===== config.mk =====
export PLATFORM = sky130hd
export DESIGN_NAME = txmb_arbiter
export DESIGN_NICKNAME = d
export VERILOG_FILES = /design/src/rtl/txmb_pkg.sv /design/src/rtl/txmb_pick.sv /design/src/rtl/txmb_regs.sv /design/src/rtl/txmb_seq.sv /design/src/rtl/txmb_arbiter.sv
export SDC_FILE = /design/constraint.sdc
export NUM_CORES = 1
export LEC_CHECK = 0
export BUFFER_PORTS_ARGS = -buffer_cell sky130_fd_sc_hd__buf_2
export CORE_AREA = 2 2 169 171
export DETAILED_ROUTE_END_ITERATION = 12
export DIE_AREA = 0 0 171 173
export PLACE_DENSITY = 0.67
export SETUP_SLACK_MARGIN = 0.3
export SYNTH_ARGS = -nofsm -noshare
export SYNTH_HDL_FRONTEND = slang
export SYNTH_SLANG_ARGS = --single-unit

===== constraint.sdc =====
create_clock -name clk -period 8.5 [get_ports clk]
set_input_delay 0.85 -clock clk [delete_from_list [all_inputs] [get_ports clk]]
set_output_delay 0.85 -clock clk [all_outputs]
set_load 0.005 [all_outputs]

===== src/rtl/txmb_pkg.sv =====
package txmb_pkg;
    localparam int MB_COUNT   = 32;
    localparam int PRIO_W     = 6;
    localparam int IDX_W      = $clog2(MB_COUNT);
    localparam int LEAF_COUNT = 1 << IDX_W;

    typedef logic [MB_COUNT-1:0] mb_vec_t;
    typedef logic [PRIO_W-1:0]   prio_t;
    typedef logic [IDX_W-1:0]    idx_t;

    typedef struct packed {
        logic  valid;
        prio_t prio;
        idx_t  idx;
    } cand_t;

    typedef enum logic {ST_IDLE, ST_SEND} tx_state_e;

    // lo covers lower mailbox numbers than hi; hi wins a priority tie
    function automatic cand_t cand_merge(input cand_t lo, input cand_t hi);
        if (!hi.valid)               return lo;
        else if (!lo.valid)          return hi;
        else if (hi.prio >= lo.prio) return hi;
        else                         return lo;
    endfunction
endpackage


===== src/rtl/txmb_pick.sv =====
module txmb_pick import txmb_pkg::*; (
    input  mb_vec_t                     qual,
    input  logic [MB_COUNT*PRIO_W-1:0]  prio_flat,
    output cand_t                       best
);
    genvar lv, k;
    generate
        for (lv = 0; lv <= IDX_W; lv++) begin : g_lvl
            cand_t nodes [LEAF_COUNT >> lv];
            for (k = 0; k < (LEAF_COUNT >> lv); k++) begin : g_node
                if (lv == 0) begin : g_leaf
                    if (k < MB_COUNT) begin : g_real
                        assign nodes[k] = '{valid: qual[k],
                                            prio:  prio_flat[k*PRIO_W +: PRIO_W],
                                            idx:   idx_t'(k)};
                    end else begin : g_pad
                        assign nodes[k] = '0;
                    end
                end else begin : g_merge
                    assign nodes[k] = cand_merge(g_lvl[lv-1].nodes[2*k],
                                                 g_lvl[lv-1].nodes[2*k+1]);
                end
            end
        end
    endgenerate

    assign best = g_lvl[IDX_W].nodes[0];
endmodule


===== src/rtl/txmb_regs.sv =====
module txmb_regs import txmb_pkg::*; (
    input  logic    clk,
    input  logic    rst,
    input  logic    set_we,
    input  mb_vec_t set_data,
    input  logic    clr_we,
    input  mb_vec_t clr_data,
    input  logic    done_pulse,
    input  idx_t    done_idx,
    input  mb_vec_t irq_mask,
    input  logic    gflag_clr,
    output mb_vec_t req_q,
    output mb_vec_t ack_q,
    output logic    gflag_q
);
    mb_vec_t done_hot;
    mb_vec_t req_d;
    mb_vec_t ack_d;
    logic    gflag_d;

    always_comb begin
        done_hot = done_pulse ? (mb_vec_t'(1) << done_idx) : '0;
        // a fresh request written alongside completion survives
        req_d    = (req_q & ~done_hot) | (set_we ? set_data : '0);
        // completion wins over a same-cycle clear
        ack_d    = (ack_q & ~(clr_we ? clr_data : '0)) | done_hot;
        gflag_d  = (gflag_q & ~gflag_clr) | (|(done_hot & irq_mask));
    end

    always_ff @(posedge clk) begin
        if (rst) begin
            req_q   <= '0;
            ack_q   <= '0;
            gflag_q <= 1'b0;
        end else begin
            req_q   <= req_d;
            ack_q   <= ack_d;
            gflag_q <= gflag_d;
        end
    end
endmodule


===== src/rtl/txmb_seq.sv =====
module txmb_seq import txmb_pkg::*; (
    input  logic  clk,
    input  logic  rst,
    input  cand_t best,
    input  logic  start_i,
    input  logic  done_i,
    input  logic  abort_i,
    output logic  win_valid_q,
    output idx_t  win_idx_q,
    output logic  busy_o,
    output logic  done_pulse_o
);
    tx_state_e st_q;

    assign busy_o       = (st_q == ST_SEND);
    assign done_pulse_o = busy_o & done_i;

    always_ff @(posedge clk) begin
        if (rst) begin
            st_q        <= ST_IDLE;
            win_valid_q <= 1'b0;
            win_idx_q   <= '0;
        end else begin
            case (st_q)
                ST_IDLE: begin
                    if (start_i && win_valid_q) begin
                        st_q <= ST_SEND;
                    end else begin
                        win_valid_q <= best.valid;
                        if (best.valid) win_idx_q <= best.idx;
                    end
                end
                ST_SEND: begin
                    if (done_i || abort_i) begin
                        st_q        <= ST_IDLE;
                        win_valid_q <= 1'b0;   // force a fresh selection
                    end
                end
                default: st_q <= ST_IDLE;
            endcase
        end
    end
endmodule


===== src/rtl/txmb_arbiter.sv =====
module txmb_arbiter import txmb_pkg::*; (
    input  logic                        clk,
    input  logic                        rst,
    input  logic [MB_COUNT-1:0]         mb_enable,
    input  logic [MB_COUNT-1:0]         mb_dir_rx,
    input  logic [MB_COUNT*PRIO_W-1:0]  mb_prio,
    input  logic                        req_set_we,
    input  logic [MB_COUNT-1:0]         req_set_data,
    input  logic                        ack_clr_we,
    input  logic [MB_COUNT-1:0]         ack_clr_data,
    input  logic [MB_COUNT-1:0]         irq_mask,
    input  logic                        gflag_clr,
    input  logic                        xmit_start,
    input  logic                        xmit_done,
    input  logic                        xmit_abort,
    output logic                        pick_valid,
    output logic [IDX_W-1:0]            pick_idx,
    output logic                        xmit_busy,
    output logic [MB_COUNT-1:0]         req_pending,
    output logic [MB_COUNT-1:0]         ack_status,
    output logic                        gflag
);
    mb_vec_t qual;
    cand_t   best;
    logic    done_pulse;

    assign qual = mb_enable & ~mb_dir_rx & req_pending;

    txmb_pick u_pick (
        .qual      (qual),
        .prio_flat (mb_prio),
        .best      (best)
    );

    txmb_seq u_seq (
        .clk          (clk),
        .rst          (rst),
        .best         (best),
        .start_i      (xmit_start),
        .done_i       (xmit_done),
        .abort_i      (xmit_abort),
        .win_valid_q  (pick_valid),
        .win_idx_q    (pick_idx),
        .busy_o       (xmit_busy),
        .done_pulse_o (done_pulse)
    );

    txmb_regs u_regs (
        .clk        (clk),
        .rst        (rst),
        .set_we     (req_set_we),
        .set_data   (req_set_data),
        .clr_we     (ack_clr_we),
        .clr_data   (ack_clr_data),
        .done_pulse (done_pulse),
        .done_idx   (pick_idx),
        .irq_mask   (irq_mask),
        .gflag_clr  (gflag_clr),
        .req_q      (req_pending),
        .ack_q      (ack_status),
        .gflag_q    (gflag)
    );
endmodule


# Yosys cells after proc, flatten, opt, wreduce, memory -nomap -nowiden
# Cells that the tools add are included.
# word_totals
register_bits,72
inputBits,360
elab_cells,163
# op_classes
order_cmp,31
n_eq_ne,2
n_shift,1
n_mux,102
bitwise,16
reduce_logical,5
# ops
op,n
two-way mux 12 bit,62
two-way mux 11 bit,31
>= comparator 6 bit,31
AND 32 bit,5
two-way mux 32 bit,3
inverter 32 bit,3
OR 32 bit,2
OR reduction 32 bit,1
left shift 1 x 5 -> 32 bit (first input constant),1
two-way mux 1 bit,4
inequality test 2 bit (second input constant),2
one-hot mux 1 bit (2 select lines),2
inverter 1 bit,3
AND reduction 3 bit,1
AND 1 bit,2
AND reduction 2 bit,1
logical AND 1 bit,1
logical OR 1 bit,1
OR 1 bit,1

# Logic depth before layout (Yosys ltp)
# logic_depth
depth_word,23
mapped_depth,41
mapped_depth_nobuf,40

# Cells and area by module
# A second synthesis with hierarchy kept.
# hier_totals
hier_cells,1398
hier_area_um2,10715.3
# by_module_without_submodules
mod,n_inst,cells_per_inst,area_per_inst_um2,seq_area_each_um2
txmb_pick,1,993,7389.6,0.0
txmb_regs,1,341,2720.1,1301.2
txmb_seq,1,32,325.3,140.1
txmb_arbiter,1,32,280.3,0.0

# Least setup slack after synthesis
# Ideal clock, no wire load.
# synth_timing
path_type,input-to-reg
from,input mb_prio[174]
to,register u_seq.win_idx_q[1]
setup_time_ns,0.116
t_arrival_ns,8.547
t_required_ns,8.384
slack_ns,-0.163
stages,40
path_cell_list,inv_1 > ha_1 > nand2b_1 > a2111oi_4 > a2111oi_4 > nor2_8 > mux2i_1 > inv_1 > ha_1 > nand2b_4 > a2111oi_4 > a21oi_2 > a41oi_4 > mux2i_1 > inv_1 > ha_1 > nand2b_1 > a21o_1 > (+4 left out) > inv_1 > ha_1 > nand2b_1 > a21o_1 > a21oi_1 > o21ai_1 > a211oi_2 > nor2_4 > mux2i_4 > ha_1 > nand2b_1 > a21o_1 > a21o_1 > a211o_1 > a211o_1 > and2_4 > a2111o_1 > o211a_1
# synth_via
elab_chain_cells,20
# synth_rtl
element,line,rtl
start: declaration,txmb_arbiter.sv:6,"input logic [MB_COUNT*PRIO_W-1:0] mb_prio,"
>= comparator 6 bit,txmb_pkg.sv:23,else if (hi.prio >= lo.prio) return hi;
two-way mux 11 bit,txmb_pkg.sv:23,
two-way mux 12 bit *,txmb_pkg.sv:22,else if (!lo.valid) return hi;
two-way mux 12 bit *,txmb_pkg.sv:21,if (!hi.valid) return lo;
>= comparator 6 bit,txmb_pkg.sv:23,
two-way mux 11 bit,txmb_pkg.sv:23,
two-way mux 12 bit,txmb_pkg.sv:22,
two-way mux 12 bit *,txmb_pkg.sv:21,
(+4 left out),-,
>= comparator 6 bit,txmb_pkg.sv:23,
two-way mux 11 bit,txmb_pkg.sv:23,
two-way mux 12 bit *,txmb_pkg.sv:22,
two-way mux 12 bit *,txmb_pkg.sv:21,
>= comparator 6 bit,txmb_pkg.sv:23,
two-way mux 11 bit,txmb_pkg.sv:23,
two-way mux 12 bit *,txmb_pkg.sv:22,
two-way mux 12 bit *,txmb_pkg.sv:21,
end signal: assignment,txmb_seq.sv:30,if (best.valid) win_idx_q <= best.idx;
end: declaration,txmb_seq.sv:9,"output idx_t win_idx_q,"
# Mark *: on every way between the ends. The rest lies on a longest branch, timed or not.
# A chain may end at the register's enable or synchronous reset.

# Final worst setup path
# Same ends and word-level chain as after synthesis.

==> run_results.csv <==
group,metric,value,unit
global_route,grt_remaining_overflow,0,
timing,worst_clock_skew,0.0114,ns
timing,measured_slew_at_the_worst_slew_check_pin,1.20,ns
global_route,wire_length_of_the_first_global_routing_pass,57800,µm
clocking,cts_tree,"built",
flow_run,cap_violations,0,
placement,post_dp_area,13200,µm²
die,design.portCount,432,
timing,report.final.slew_viol_count,0,
layout,most-common-layout-cells,"buf_2 (428), inv_1 (186), ha_1 (179)",
layout,fillerInstances,2644,
layout,fraction_of_layout_instances_using_a_drive_strength_above_1,37.2,%
timing,worst_slew_margin_rel,19.7,%
layout,areaGrowthSynthToFinish,38.5,%
layout,combined_area_of_the_multi_input_logic_cells,8520,µm²
detailed_routing,avgViaCountPerCell,5.21,
layout,postLayoutCellArea,14300,µm²
clocking,root_buffer_selected_by_cts,"clkbuf_16",
critical_path,end_kind,"register",
detailed_routing,initialDrtViolationCount,545,
global_route,grt_antenna_before_repair,2,
critical_path,critical_path.startpoint_type,"input port",
clocking,clock_insertion_delay_worst_skew,0.36,ns
synthesis,postSynth.topFlopCell,"dfxtp_1",
global_route,grt_max_degree,73,
synthesis,synth_top_family_by_area,"adder cells",
detailed_routing,wirelength,38600,µm
die,initial_utilization,37.3,%
detailed_routing,route.vias.total,11200,
synthesis,synthDominantCellAreaShare,22.6,%
synthesis,synth_fp_nets,1819,
detailed_routing,ant_nets,0,
critical_path,r2r_cells,37,
critical_path,r2r-end,"u_seq.win_idx_q[1]",
timing,final_period_minus_worst_setup_slack,8.33,ns
synthesis,synth_edf_count,0,
die,design.core.area,27600,µm²
layout,num-nets-final,2307,
layout,layout.core_utilization,51.6,%
synthesis,synth_area_leaders,"ha_1 (23%), mux2i_1 (16%), dfxtp_1 (14%), inv_1 (7.0%), nand2_1 (5.7%)",
critical_path,path_delay_family,"compound AO/OA/AOI/OAI gates",
synthesis,synthXorXnorAreaFrac,0,%
placement,place.gp.congestion,0.944,
synthesis,compound_gate_fraction_of_synth_area,20.0,%
detailed_routing,routedWlPerCell,18.0,µm
clocking,clock_sinks,72,
timing,layout_worst_path_cycle_share,98.0,%
synthesis,ys_types,66,
global_route,first_global_vias,11100,
detailed_routing,dr.pass1.iters,6,
timing,setup_violations,0,
clocking,cts-buffers-inserted,9,
synthesis,ys_seq_area_share,14.0,%
clocking,h-tree-depth,3,
clocking,postCtsHoldBufs,0,
detailed_routing,drc,0,
synthesis,yosysWarnings,0,
run_status,run_status,"finished, final reports clean",
timing,post-route-worst-setup-slack,0.169,ns
critical_path,rrSetupSlack,0.67,ns
worst_hold_path,whs_endpoint,"u_regs.ack_q[6]",
placement,hpwl,32400,µm
synthesis,ys_async_sr_fraction,0,%
die,die_w,171,µm
synthesis,synthDominantAreaCellType,"ha_1",
critical_path,setup.worst_path.class,"input port to register",
power_and_ir_drop,ir_drop,79.7,µV
critical_path,critPathMaxStageDelay,0.41,ns
worst_hold_path,timing.hold.worst_path_depth,2,
clocking,clkTransAtPathRegs,0.07,ns
critical_path,buffer_and_inverter_count_on_the_worst_path,5,
critical_path,critPathRequiredTime,8.76,ns
worst_hold_path,min-delay-path-class,"register to register",
power_and_ir_drop,power.density,113,nW/µm²
power_and_ir_drop,power,0.00161,W
synthesis,synth_area_per_cell,8.09,µm²
synthesis,synth.mux.area_fraction,19.0,%
placement,place_inst,2105,
power_and_ir_drop,leakagePower,7.96,nW
die,die-area,29600,µm²
layout,final-instance-count-excl-fill,2146,
global_route,track_usage,24.8,%
synthesis,synth_seq_cells,72,
layout,final_common_cell,"buf_2",
layout,register_area,1440,µm²
synthesis,syn-cell-area,10300,µm²
critical_path,critical_path.max_fanout,5,
synthesis,netlist_instances,1273,
die,chipHeight,173,µm
timing,rsz0062_at_grt,"yes",
synthesis,synth_simple_gate_area_share,16.4,%
die,num_rows,61,
worst_hold_path,min_from,"u_regs.ack_q[6]",
critical_path,critPathSlowestCell,"a2111oi_4",
timing,hold_violations,0,
placement,placement.io_buffers,431,
timing,maxClockFrequency,120,MHz
critical_path,worst-endpoint-arrival,8.59,ns
clocking,clock_path_buffers,2,
placement,post-place-ws,-0.119,ns
critical_path,worstReg2RegStart,"u_regs.req_q[29]",
synthesis,adder_and_majority_gate_portion_of_the_synthesized_area,22.6,%
layer usage:
| layer | share of wire [%] | GRT usage [%] | vias up |
|---|---|---|---|
| met2 | 50 | 45.8 | 405 |
| met1 | 42 | 29.5 | 5222 |
| li1 | - | - | 5490 |
| met5 | 0 | 0 | - |
| met4 | 2.0 | 6.81 | 0 |
| met3 | 5.5 | 3.62 | 56 |
state kept, by name (all words and copies together), names as in the netlist:
register	count
u_seq.win_valid_q	1
u_seq.busy_o	1
u_seq.win_idx_q	5
u_regs.gflag_q	1
u_regs.ack_q	32
u_regs.req_q	32
through the flow:
step           hold slack, ns  TNS (ns)
2_1_floorplan           0.453         0
5_1_grt                 0.472    -0.226
3_3_place_gp            0.442   -0.0204
6_report                0.452         0
3_5_place_dp            0.445    -0.186
4_1_cts                 0.456         0
where the power goes:
group | leakage [nW] | internal (W) | switching, W
sequential | 0.589 | 0.000356 | 0.0000273
combinational | 7.20 | 0.000358 | 0.000395
clock | 0.167 | 0.000290 | 0.000179
repair_timing:
item | 4_1_cts | 5_1_grt
endpoints found under the setup margin | 2 | 5
pin swaps | 1 | 42
buffers inserted | 2 | 21
endpoints found under the hold margin | 0 | 0
gates resized for setup | 6 | 84
cell usage after synthesis (all sizes together), types with 18 or more instances:
cell type	instances
inv	194
ha	186
mux2i	170
nand2	159
nor2	86
a21oi	80
dfxtp	72
a22oi	37
nand3b	33
o21ai	32
nand2b	31
mux2	21
a211oi	18
clkbuf	18
kinds of logic after synthesis:
| family | after synthesis |
|---|---|
| buf+inv | 217 |
| fa+ha+maj | 186 |
| simple gates | 344 |
| mux | 191 |
| flops | 72 |
| compound gates | 263 |
worst min-delay path, cell delays in order, from the launching register on:
cell and delay (ns):
dfxtp_1 0.30, nand2_1 0.05, a21oi_1 0.05
how the worst max path moves through the flow:
stage                      start            endpoint  slack (ns)  cells after the start
floorplan           mb_prio[174]  u_seq.win_idx_q[1]        0.31                     40
global placement      mb_prio[6]  u_seq.win_idx_q[1]       -0.02                     41
detailed placement  mb_prio[168]  u_seq.win_idx_q[1]       -0.12                     41
CTS                 mb_prio[168]  u_seq.win_idx_q[1]        0.27                     41
global route        mb_prio[156]  u_seq.win_idx_q[1]       -0.13                     41
finish              mb_prio[174]  u_seq.win_idx_q[1]        0.17                     41
layout make-up:
cell class | instances | share of cell area, %
inverter | 194 | 5.16
clock inverter | 6 | 0.816
timing repair buffer | 500 | 19.2
multi-input combinational | 984 | 59.8
tap | 378 | 3.32
antenna | 2 | 0.0351
clock buffer | 10 | 1.61
sequential | 72 | 10.1
Note: power is estimated with default switching activity, not from simulation.
